[src/rtl/asram_ctl_pkg.sv]
package asram_ctl_pkg;

    typedef enum logic [2:0] {
        ST_IDLE,
        ST_RD_ACCESS,
        ST_RD_RELEASE,
        ST_WR_SETUP,
        ST_WR_PULSE,
        ST_WR_HOLD,
        ST_DONE
    } ctl_state_t;

    localparam int KIND_CYCLE = 0;
    localparam int KIND_PULSE = 1;
    localparam int KIND_SETUP = 2;
    localparam int KIND_FLOAT = 3;

    // nanosecond figure for one interval kind of one speed grade
    function automatic int grade_ns(input int grade, input int kind);
        int v;
        case (grade)
            15: v = (kind == KIND_CYCLE) ? 15 : (kind == KIND_PULSE) ? 12 :
                    (kind == KIND_SETUP) ? 8  : 7;
            20: v = (kind == KIND_CYCLE) ? 20 : (kind == KIND_PULSE) ? 15 :
                    (kind == KIND_SETUP) ? 10 : 8;
            default: v = (kind == KIND_CYCLE) ? 25 : (kind == KIND_PULSE) ? 20 :
                    (kind == KIND_SETUP) ? 15 : 10;
        endcase
        return v;
    endfunction

    // ceiling division with a floor of one cycle
    function automatic int ns_to_cycles(input int ns, input int period);
        int c;
        c = (ns + period - 1) / period;
        return (c < 1) ? 1 : c;
    endfunction

endpackage

[src/rtl/asram_cyc_timer.sv]
module asram_cyc_timer #(
    parameter int CNT_W = 4
) (
    input  logic             clk,
    input  logic             rst_n,
    input  logic             load,
    input  logic [CNT_W-1:0] load_val,
    output logic             expired
);

    logic [CNT_W-1:0] cnt;

    always_ff @(posedge clk or negedge rst_n) begin
        if (!rst_n) begin
            cnt <= '0;
        end else if (load) begin
            cnt <= load_val;
        end else if (cnt != '0) begin
            cnt <= cnt - 1'b1;
        end
    end

    assign expired = (cnt == '0);

endmodule

[src/rtl/asram_bus_regs.sv]
module asram_bus_regs #(
    parameter int ADDR_W = 17,
    parameter int DATA_W = 8
) (
    input  logic              clk,
    input  logic              rst_n,
    input  logic              accept,
    input  logic [ADDR_W-1:0] h_addr,
    input  logic [DATA_W-1:0] h_wdata,
    input  logic              capture,
    input  logic [DATA_W-1:0] dq_in,
    output logic [ADDR_W-1:0] mem_addr,
    output logic [DATA_W-1:0] mem_wdata,
    output logic [DATA_W-1:0] rd_byte
);

    // address and write byte are frozen for the whole transaction
    always_ff @(posedge clk or negedge rst_n) begin
        if (!rst_n) begin
            mem_addr  <= '0;
            mem_wdata <= '0;
        end else if (accept) begin
            mem_addr  <= h_addr;
            mem_wdata <= h_wdata;
        end
    end

    // read byte is kept until the next read samples the bus
    always_ff @(posedge clk or negedge rst_n) begin
        if (!rst_n) begin
            rd_byte <= '0;
        end else if (capture) begin
            rd_byte <= dq_in;
        end
    end

endmodule

[src/rtl/asram_ctrl.sv]
module asram_ctrl
    import asram_ctl_pkg::*;
#(
    parameter int SPEED_GRADE_NS = 20,
    parameter int CLK_PERIOD_NS  = 4,
    parameter int ADDR_W         = 17,
    parameter int DATA_W         = 8
) (
    input  logic              clk,
    input  logic              rst_n,
    input  logic              host_req,
    input  logic              host_we,
    input  logic [ADDR_W-1:0] host_addr,
    input  logic [DATA_W-1:0] host_wdata,
    output logic              host_ready,
    output logic [DATA_W-1:0] host_rdata,
    output logic [ADDR_W-1:0] sram_addr,
    output logic              sram_ce1_n,
    output logic              sram_ce2,
    output logic              sram_oe_n,
    output logic              sram_we_n,
    output logic [DATA_W-1:0] sram_dq_o,
    input  logic [DATA_W-1:0] sram_dq_i,
    output logic              sram_dq_oe
);

    localparam int RC_CYC = ns_to_cycles(grade_ns(SPEED_GRADE_NS, KIND_CYCLE), CLK_PERIOD_NS);
    localparam int WP_CYC = ns_to_cycles(grade_ns(SPEED_GRADE_NS, KIND_PULSE), CLK_PERIOD_NS);
    localparam int DS_CYC = ns_to_cycles(grade_ns(SPEED_GRADE_NS, KIND_SETUP), CLK_PERIOD_NS);
    localparam int HZ_CYC = ns_to_cycles(grade_ns(SPEED_GRADE_NS, KIND_FLOAT), CLK_PERIOD_NS);
    localparam int P_A    = (WP_CYC > DS_CYC) ? WP_CYC : DS_CYC;
    localparam int P_B    = (RC_CYC - 2 > 1) ? RC_CYC - 2 : 1;
    localparam int PULSE_CYC = (P_A > P_B) ? P_A : P_B;
    localparam int MAX_A  = (RC_CYC > PULSE_CYC) ? RC_CYC : PULSE_CYC;
    localparam int CNT_MAX = (MAX_A > HZ_CYC) ? MAX_A : HZ_CYC;
    localparam int CNT_W  = $clog2(CNT_MAX + 1);
    localparam logic [CNT_W-1:0] RC_LD = CNT_W'(RC_CYC - 1);
    localparam logic [CNT_W-1:0] HZ_LD = CNT_W'(HZ_CYC - 1);
    localparam logic [CNT_W-1:0] WP_LD = CNT_W'(PULSE_CYC - 1);

    ctl_state_t       state, nxt;
    logic             tmr_expired;
    logic             tmr_load;
    logic [CNT_W-1:0] tmr_val;
    logic             accept;
    logic             capture;

    assign accept  = (state == ST_IDLE) && host_req;
    assign capture = (state == ST_RD_ACCESS) && tmr_expired;

    // next-state decision
    always_comb begin
        nxt = state;
        unique case (state)
            ST_IDLE:       if (host_req) nxt = host_we ? ST_WR_SETUP : ST_RD_ACCESS;
            ST_RD_ACCESS:  if (tmr_expired) nxt = ST_RD_RELEASE;
            ST_RD_RELEASE: if (tmr_expired) nxt = ST_DONE;
            ST_WR_SETUP:   nxt = ST_WR_PULSE;
            ST_WR_PULSE:   if (tmr_expired) nxt = ST_WR_HOLD;
            ST_WR_HOLD:    nxt = ST_DONE;
            ST_DONE:       nxt = ST_IDLE;
            default:       nxt = ST_IDLE;
        endcase
    end

    // timer reload on every state entry
    always_comb begin
        tmr_load = (nxt != state);
        unique case (nxt)
            ST_RD_ACCESS:  tmr_val = RC_LD;
            ST_RD_RELEASE: tmr_val = HZ_LD;
            ST_WR_PULSE:   tmr_val = WP_LD;
            default:       tmr_val = '0;
        endcase
    end

    // state register
    always_ff @(posedge clk or negedge rst_n) begin
        if (!rst_n) state <= ST_IDLE;
        else        state <= nxt;
    end

    // pin register, decoded from the next state so pins never glitch
    always_ff @(posedge clk or negedge rst_n) begin
        if (!rst_n) begin
            sram_ce1_n <= 1'b1;
            sram_ce2   <= 1'b0;
            sram_oe_n  <= 1'b1;
            sram_we_n  <= 1'b1;
            sram_dq_oe <= 1'b0;
            host_ready <= 1'b0;
        end else begin
            sram_ce1_n <= !(nxt inside {ST_RD_ACCESS, ST_WR_SETUP, ST_WR_PULSE});
            sram_ce2   <=  (nxt inside {ST_RD_ACCESS, ST_WR_SETUP, ST_WR_PULSE});
            sram_oe_n  <= !(nxt == ST_RD_ACCESS);
            sram_we_n  <= !(nxt == ST_WR_PULSE);
            sram_dq_oe <=  (nxt inside {ST_WR_SETUP, ST_WR_PULSE, ST_WR_HOLD});
            host_ready <=  (nxt == ST_DONE);
        end
    end

    asram_cyc_timer #(.CNT_W(CNT_W)) u_timer (
        .clk      (clk),
        .rst_n    (rst_n),
        .load     (tmr_load),
        .load_val (tmr_val),
        .expired  (tmr_expired)
    );

    asram_bus_regs #(.ADDR_W(ADDR_W), .DATA_W(DATA_W)) u_bus (
        .clk       (clk),
        .rst_n     (rst_n),
        .accept    (accept),
        .h_addr    (host_addr),
        .h_wdata   (host_wdata),
        .capture   (capture),
        .dq_in     (sram_dq_i),
        .mem_addr  (sram_addr),
        .mem_wdata (sram_dq_o),
        .rd_byte   (host_rdata)
    );

    // cycles since the memory output enable was last low, saturating
    logic [CNT_W-1:0] float_cnt;
    always_ff @(posedge clk or negedge rst_n) begin
        if (!rst_n)                               float_cnt <= CNT_W'(HZ_CYC);
        else if (!sram_oe_n)                      float_cnt <= '0;
        else if (float_cnt < CNT_W'(HZ_CYC))      float_cnt <= float_cnt + 1'b1;
    end

    AST_ENABLE_PAIR: assert property (@(posedge clk) disable iff (!rst_n)
        sram_ce1_n == !sram_ce2);
    AST_WE_SELECTED: assert property (@(posedge clk) disable iff (!rst_n)
        !sram_we_n |-> (!sram_ce1_n && sram_ce2 && sram_oe_n && sram_dq_oe));
    AST_SETUP_STABLE: assert property (@(posedge clk) disable iff (!rst_n)
        $fell(sram_we_n) |-> ($stable(sram_addr) && $stable(sram_dq_o)));
    AST_HOLD_STABLE: assert property (@(posedge clk) disable iff (!rst_n)
        $rose(sram_we_n) |-> ($stable(sram_addr) && $stable(sram_dq_o)));
    AST_NO_CONTENTION: assert property (@(posedge clk) disable iff (!rst_n)
        !sram_oe_n |-> !sram_dq_oe);
    AST_TURNAROUND: assert property (@(posedge clk) disable iff (!rst_n)
        $rose(sram_dq_oe) |-> (float_cnt >= CNT_W'(HZ_CYC)));
    AST_READY_PULSE: assert property (@(posedge clk) disable iff (!rst_n)
        host_ready |=> !host_ready);

endmodule

[config.mk]
export PLATFORM = sky130hd
export DESIGN_NAME = asram_ctrl
export DESIGN_NICKNAME = d
export VERILOG_FILES = /design/src/rtl/asram_ctl_pkg.sv /design/src/rtl/asram_cyc_timer.sv /design/src/rtl/asram_bus_regs.sv /design/src/rtl/asram_ctrl.sv
export SDC_FILE = /design/constraint.sdc
export NUM_CORES = 1
export LEC_CHECK = 0
export ABC_AREA = 1
export BUFFER_PORTS_ARGS = -buffer_cell sky130_fd_sc_hd__buf_2
export CAP_MARGIN = 40
export CORE_ASPECT_RATIO = 0.7
export CORE_UTILIZATION = 51
export CTS_CLUSTER_SIZE = 8
export DETAILED_ROUTE_END_ITERATION = 8
export PLACE_DENSITY_LB_ADDON = 0.1
export SLEW_MARGIN = 10
export SYNTH_ARGS = -nofsm -noshare
export SYNTH_HDL_FRONTEND = slang
export SYNTH_SLANG_ARGS = --single-unit
[constraint.sdc]
create_clock -name clk -period 3.95 [get_ports clk]
set_input_delay 0.395 -clock clk [delete_from_list [all_inputs] [get_ports clk]]
set_output_delay 0.395 -clock clk [all_outputs]
set_load 0.05 [all_outputs]
==> results of run 1 <==
-- flip-flops by register name (all words and copies together), names as in the netlist --
signal           flops
sram_we_n            1
u_timer.cnt          3
sram_ce1_n           1
u_bus.mem_addr      17
host_ready           1
state                3
sram_dq_oe           1
sram_ce2             1
u_bus.mem_wdata      8
sram_oe_n            1
u_bus.rd_byte        8
-- path summary, 6_finish.rpt --
check                                                from                        endpoint  slack (ns)  cells after the start
setup / recovery               u_timer.cnt[0]$_DFFE_PN0P_      u_timer.cnt[0]$_DFFE_PN0P_        1.84                     12
hold / removal                              host_wdata[3]  u_bus.mem_wdata[3]$_DFFE_PN0P_        0.30                      3
setup reg to reg               u_timer.cnt[0]$_DFFE_PN0P_      u_timer.cnt[0]$_DFFE_PN0P_        1.84                     12
hold reg to reg            u_bus.mem_addr[12]$_DFFE_PN0P_  u_bus.mem_addr[12]$_DFFE_PN0P_        0.48                      2
max in group asynchronous                           rst_n             sram_oe_n$_DFF_PN1_        2.91                      3
min in group asynchronous                           rst_n   u_bus.mem_addr[6]$_DFFE_PN0P_        0.51                      2
-- kinds of logic after synthesis --
group | after synthesis | share of synthesized area
fa+ha+maj | 2 | 0.0132
flops | 45 | 0.598
compound gates | 3 | 0.00993
xor+xnor | 1 | 0.00464
buf+inv | 21 | 0.0444
mux | 8 | 0.0477
simple gates | 126 | 0.282
-- routing by layer --
| metal | share of wire | GRT usage | wire length [µm] | up-vias |
|---|---|---|---|---|
| met3 | 0.077 | 0.0800 | 294 | 4 |
| met2 | 0.43 | 0.290 | 1630 | 67 |
| li1 | - | - | - | 798 |
| met4 | 0.0063 | 0.0723 | 24 | 0 |
| met1 | 0.49 | 0.284 | 1870 | 674 |
| met5 | 0 | 0 | 0 | - |
-- critical path: cells and delay by family (launching register included) --
| kind | cells | cell delay (ns) |
|---|---|---|
| flip-flops | 1 | 0.38 |
| adder cells (fa/ha/maj) | 2 | 0.46 |
| AND/OR/NAND/NOR | 8 | 1.06 |
| buffers and inverters | 2 | 0.15 |
-- placed cells by master (no fill, tap or decap), types with 3 or more instances in the layout --
cell type	count
nand2_1	97
buf_2	75
dfrtp_1	42
inv_1	13
nand3_1	9
mux2_2	8
nor2_1	7
nand4_1	5
clkbuf_8	5
nand3_2	3
dfstp_2	3
-- stage by stage --
step	util	cells	area (µm²)
detailed placement	0.656	326	2320
global placement	0.650	325	2300
floorplan	-	206	1890
CTS	0.688	334	2430
global route	0.688	334	2430
finish	0.688	334	2430
-- final cells by class --
type,count,area (µm²)
tap,50,62.6
timing repair buffer,77,405
inverter,15,56.3
fill,295,1100
clock inverter,2,35.0
sequential,45,1130
multi-input combinational,140,676
clock buffer,5,68.8
-- repair_timing --
action	4_1_cts	5_1_grt
resized for setup	0	0
hold buffers	1	0
endpoints found under the hold margin	10	0
==> results.sh, run 1 <==
export IMPL_final_max_slew_viol_count=0
export IMPL_rsz0062_at_grt="false"
export IMPL_crit_type="reg2reg"
export IMPL_core_area_um2=3540
export IMPL_dp_slack_ns=1.86
export IMPL_critical_path_cell_chain="inv_1 > ha_1 > ha_1 > inv_1 > nor2_1 > nand2_1 > nand3_1 > nor2_1 > nand3_2 > nand2_1 > nand2_1 > nand2_1"
export IMPL_grt_pass1_vias=1232
export IMPL_worstSetupEndpointType="flop"
export IMPL_grt_overflow_total=0
export IMPL_yosysWarnings=0
export IMPL_synth_avg_cell_area_um2=9.17
export IMPL_cts_made_buffers=5
export IMPL_htree_levels=2
export IMPL_post_route_min_period_ns=2.11
export IMPL_yosysSeqAreaShare=0.598
export IMPL_cts_sinks=45
export IMPL_worstPathArrival_ns=2.33
export IMPL_synthCells=206
export IMPL_crit_top_cell="nand2_1"
export IMPL_crit_path_start_kind="flop"
export IMPL_start_util=0.534
export IMPL_drc=0
export IMPL_grt_first_pass_wirelength_mm=5.64
export IMPL_antenna_found_initial=0
export IMPL_hold_class="in2reg"
export IMPL_crit_required_ns=4.17
export IMPL_drive_gt1_frac=0.370
export IMPL_clkTransAtPathRegs_ns=0.08
export IMPL_netlist_area_leader_share=0.556
export IMPL_synthTopCellsByArea="dfrtp_1, nand2_1, mux2_2"
export IMPL_synthArstFlopShare=1.00
export IMPL_grt_max_degree=35
export IMPL_ys_ff_latch=45
export IMPL_cts_root_buf="clkbuf_8"
export IMPL_setup_tns_final_ns=0
export IMPL_via_count=1543
export IMPL_slew_headroom=0.596
export IMPL_cts_path_max_buffers=2
export IMPL_drtPass1Iterations=6
export IMPL_hold_ws_ns=0.297
export IMPL_syn_area_um2=1890
export IMPL_routed_wl_mm=3.82
export IMPL_syn_to_final_growth_pct=28.8
export IMPL_clock_fmax_mhz=473
export IMPL_viasPerCell=4.62
export IMPL_gr_usage_all_layers=0.204
export IMPL_worst_pin_slew_ns=0.605
export IMPL_die_w_um=74.7
export IMPL_synth_most_common_cell="nand2_1"
export IMPL_synth_edf_count=0
export IMPL_fin_ws_ns=1.84
export IMPL_pin_count=76
export IMPL_ys_types=21
export IMPL_cts_tree="yes"
export IMPL_hpwl_mm=2.76
export IMPL_crit_fanout=11
export IMPL_drtIter0Drc=85
export IMPL_hold_violations=0
export IMPL_die_area_um2=3960
export IMPL_synth_top_cells_by_count="nand2_1, dfrtp_1, inv_1"
export IMPL_wire_per_inst_um=11.4
export IMPL_cts_setup_buffers=0
export IMPL_clkLatencyLatePin_ns=0.29
export IMPL_die_h_um=52.9
export IMPL_critical_path_slowest_cell="dfrtp_1"
export IMPL_io_buffers=75
export IMPL_rows=18
export IMPL_num_antenna_cells=0
export IMPL_fin_nets=323
export IMPL_fin_crit_sh=0.535
export IMPL_setup_viol=0
export IMPL_gp_congestion=0.950
export IMPL_yosys_area_top_type="dfrtp_1"
export IMPL_slowest_delay_ns=0.38
export IMPL_status="complete, no violations"
export IMPL_synth_fp_nets=245
export IMPL_synth_flop_cell="dfrtp_1"
export IMPL_timing_clock_skew_ns=0.0106
export IMPL_drv_cap=0
export IMPL_antenna_left=0
Power of run 1 is not shown: default switching activity piles up to over one toggle a cycle in this logic, so the estimate is an artifact.
==> run 2, diff against run 1 <==
- ABC_AREA: 1 -> 0
- CORE_UTILIZATION: 51 -> 44
- clock period: 3.95 -> 1.8 ns (I/O delays scaled with it)
==> results.sh, run 2 <==
export IMPL_syn_to_final_growth_pct=29.0
export IMPL_r2r_start="u_timer.cnt[0]$_DFFE_PN0P_"
export IMPL_grt_pass1_vias=1409
export IMPL_yosysSeqAreaShare=0.560
export IMPL_cts_made_buffers=5
export IMPL_worstSetupEndpointType="flop"
export IMPL_multi_input_area_um2=787
export IMPL_synth_edf_count=0
export IMPL_synthArstFlopShare=1.00
export IMPL_start_util=0.461
export IMPL_synthCells=140
export IMPL_antenna_left=0
export IMPL_clkLatencyLatePin_ns=0.29
export IMPL_pin_count=76
export IMPL_final_cells=277
export IMPL_worst_pin_slew_ns=0.535
export IMPL_rsz0062_at_grt="false"
export IMPL_gp_congestion=0.874
export IMPL_rows=20
export IMPL_synth_flop_cell="dfrtp_1"
export IMPL_drtIter0Drc=46
export IMPL_crit_type="reg2reg"
export IMPL_crit_path_start_kind="flop"
export IMPL_num_antenna_cells=0
export IMPL_wire_per_inst_um=14.7
export IMPL_via_count=1369
export IMPL_largest_reg_flops=17
export IMPL_setup_tns_final_ns=0
export IMPL_clock_fmax_mhz=602
export IMPL_synth_avg_cell_area_um2=14.4
export IMPL_drc=0
export IMPL_yosysWarnings=0
export IMPL_utilization=0.594
export IMPL_clkTransAtPathRegs_ns=0.09
export IMPL_regArea_um2=1130
export IMPL_hpwl_mm=3.11
export IMPL_die_area_um2=4860
export IMPL_hold_violations=0
export IMPL_fin_crit_sh=0.923
export IMPL_min_from="sram_dq_i[7]"
export IMPL_ys_types=32
export IMPL_cts_tree="yes"
export IMPL_final_max_slew_viol_count=0
export IMPL_drive_gt1_frac=0.613
export IMPL_core_area_um2=4380
export IMPL_crit_required_ns=2.01
export IMPL_netlist_area_leader_share=0.521
export IMPL_place_inst=268
export IMPL_grtUsageMet2=0.285
export IMPL_drtPass1Iterations=4
export IMPL_synth_fp_nets=179
export IMPL_crit_fanout=9
export IMPL_viasPerCell=4.94
export IMPL_hold_ws_ns=0.111
export IMPL_setup_viol=0
export IMPL_cts_path_max_buffers=2
export IMPL_yosys_area_top_type="dfrtp_1"
export IMPL_syn_area_um2=2020
export IMPL_final_common_cell="buf_2"
export IMPL_hold_class="in2reg"
export IMPL_post_route_min_period_ns=1.66
export IMPL_drv_cap=0
export IMPL_ys_ff_latch=45
export IMPL_die_h_um=58.6
export IMPL_cts_sinks=45
export IMPL_synth_most_common_cell="dfrtp_1"
export IMPL_fillers=355
export IMPL_io_buffers=75
export IMPL_critPathLaunch="u_timer.cnt[0]$_DFFE_PN0P_"
export IMPL_timing_clock_skew_ns=0.00798
export IMPL_use_met1=0.235
export IMPL_grt_overflow_total=0
export IMPL_met3_usage=0.0631
export IMPL_cts_root_buf="clkbuf_8"
export IMPL_synth_top_cells_by_count="dfrtp_1, mux2_4, mux2_2"
export IMPL_fin_nets=260
export IMPL_slew_headroom=0.644
export IMPL_status="complete, no violations"
export IMPL_layout_common_cells="buf_2, dfrtp_1, mux2_4"
export IMPL_busiest_layer="met2"
export IMPL_worstPathArrival_ns=1.88
export IMPL_synthTopCellsByArea="dfrtp_1, mux2_4, mux2_2"
export IMPL_antenna_found_initial=0
export IMPL_grt_max_degree=24
export IMPL_top_regs="u_bus.mem_addr (17), u_bus.mem_wdata (8), u_bus.rd_byte (8)"
export IMPL_grt_first_pass_wirelength_mm=6.78
export IMPL_routed_wl_mm=4.09
export IMPL_regMostFlops="u_bus.mem_addr"
export IMPL_htree_levels=2
export IMPL_die_w_um=82.9
export IMPL_gr_usage_all_layers=0.181
run 2: changes by cell type after synthesis, moves of 6 or more:
| cell | delta |
|---|---|
| nand2_1 | -93 |
| mux2_4 | +20 |
| nand3_1 | -9 |
| inv_1 | -7 |
| a21oi_1 | +6 |
run 2: routing by layer:
| metal | up-vias | share of wire |
|---|---|---|
| met5 | - | 0 |
| met1 | 649 | 0.46 |
| met2 | 60 | 0.46 |
| met3 | 7 | 0.068 |
| met4 | 0 | 0.012 |
| li1 | 653 | - |
run 2: path summary, 6_finish.rpt:
| check | endpoint | slack [ns] | depth (start not counted) |
|---|---|---|---|
| worst min-delay path | u_bus.rd_byte[7]$_DFFE_PN0P_ | 0.11 | 2 |
| worst max-delay path | u_timer.cnt[2]$_DFFE_PN0P_ | 0.14 | 7 |
| max in group asynchronous | sram_ce1_n$_DFF_PN1_ | 0.81 | 3 |
| min in group asynchronous | u_bus.rd_byte[7]$_DFFE_PN0P_ | 0.41 | 2 |
| worst min register to register | u_bus.mem_addr[0]$_DFFE_PN0P_ | 0.50 | 1 |
| worst max register to register | u_timer.cnt[2]$_DFFE_PN0P_ | 0.14 | 7 |
run 2: layout make-up:
cell class,count,share of cell area
tap,55,0.0264
sequential,45,0.434
multi-input combinational,79,0.302
clock inverter,2,0.0144
clock buffer,6,0.0317
timing repair buffer,84,0.182
inverter,6,0.00865
run 2: kinds of logic (layout without fill, tap and decap cells):
family                     Yosys count  count (layout)  share of synthesized area
DFF                                 45              45                      0.560
AOI/OAI and AO/OA                   19              19                     0.0701
adders and majority gates            2               2                     0.0124
buffers and inverters               16              98                     0.0577
and+or+nand+nor                     22              22                     0.0633
muxes                               36              36                      0.236
run 2: stage by stage:
stage	area (µm²)	setup slack (ns)
floorplan	2020	0.169
global placement	2450	0.143
detailed placement	2450	0.0152
CTS	2580	0.00878
global route	2600	0.0137
finish	2600	0.139
run 2: critical path: stages (launching register included):
cell and delay (ns):
dfrtp_1 0.39, inv_1 0.09, ha_1 0.16, ha_2 0.21, buf_6 0.14, mux2i_1 0.08
a211oi_2 0.28, mux2i_1 0.24
run 2: what timing repair did:
action / 4_1_cts / 5_1_grt
endpoints found under the hold margin: 21 / 0
hold buffers: 1 / 0
gates resized for setup: 0 / 5
setup buffers: 0 / 0
setup endpoints to repair: 0 / 10
Power of run 2 is left out for the same reason.
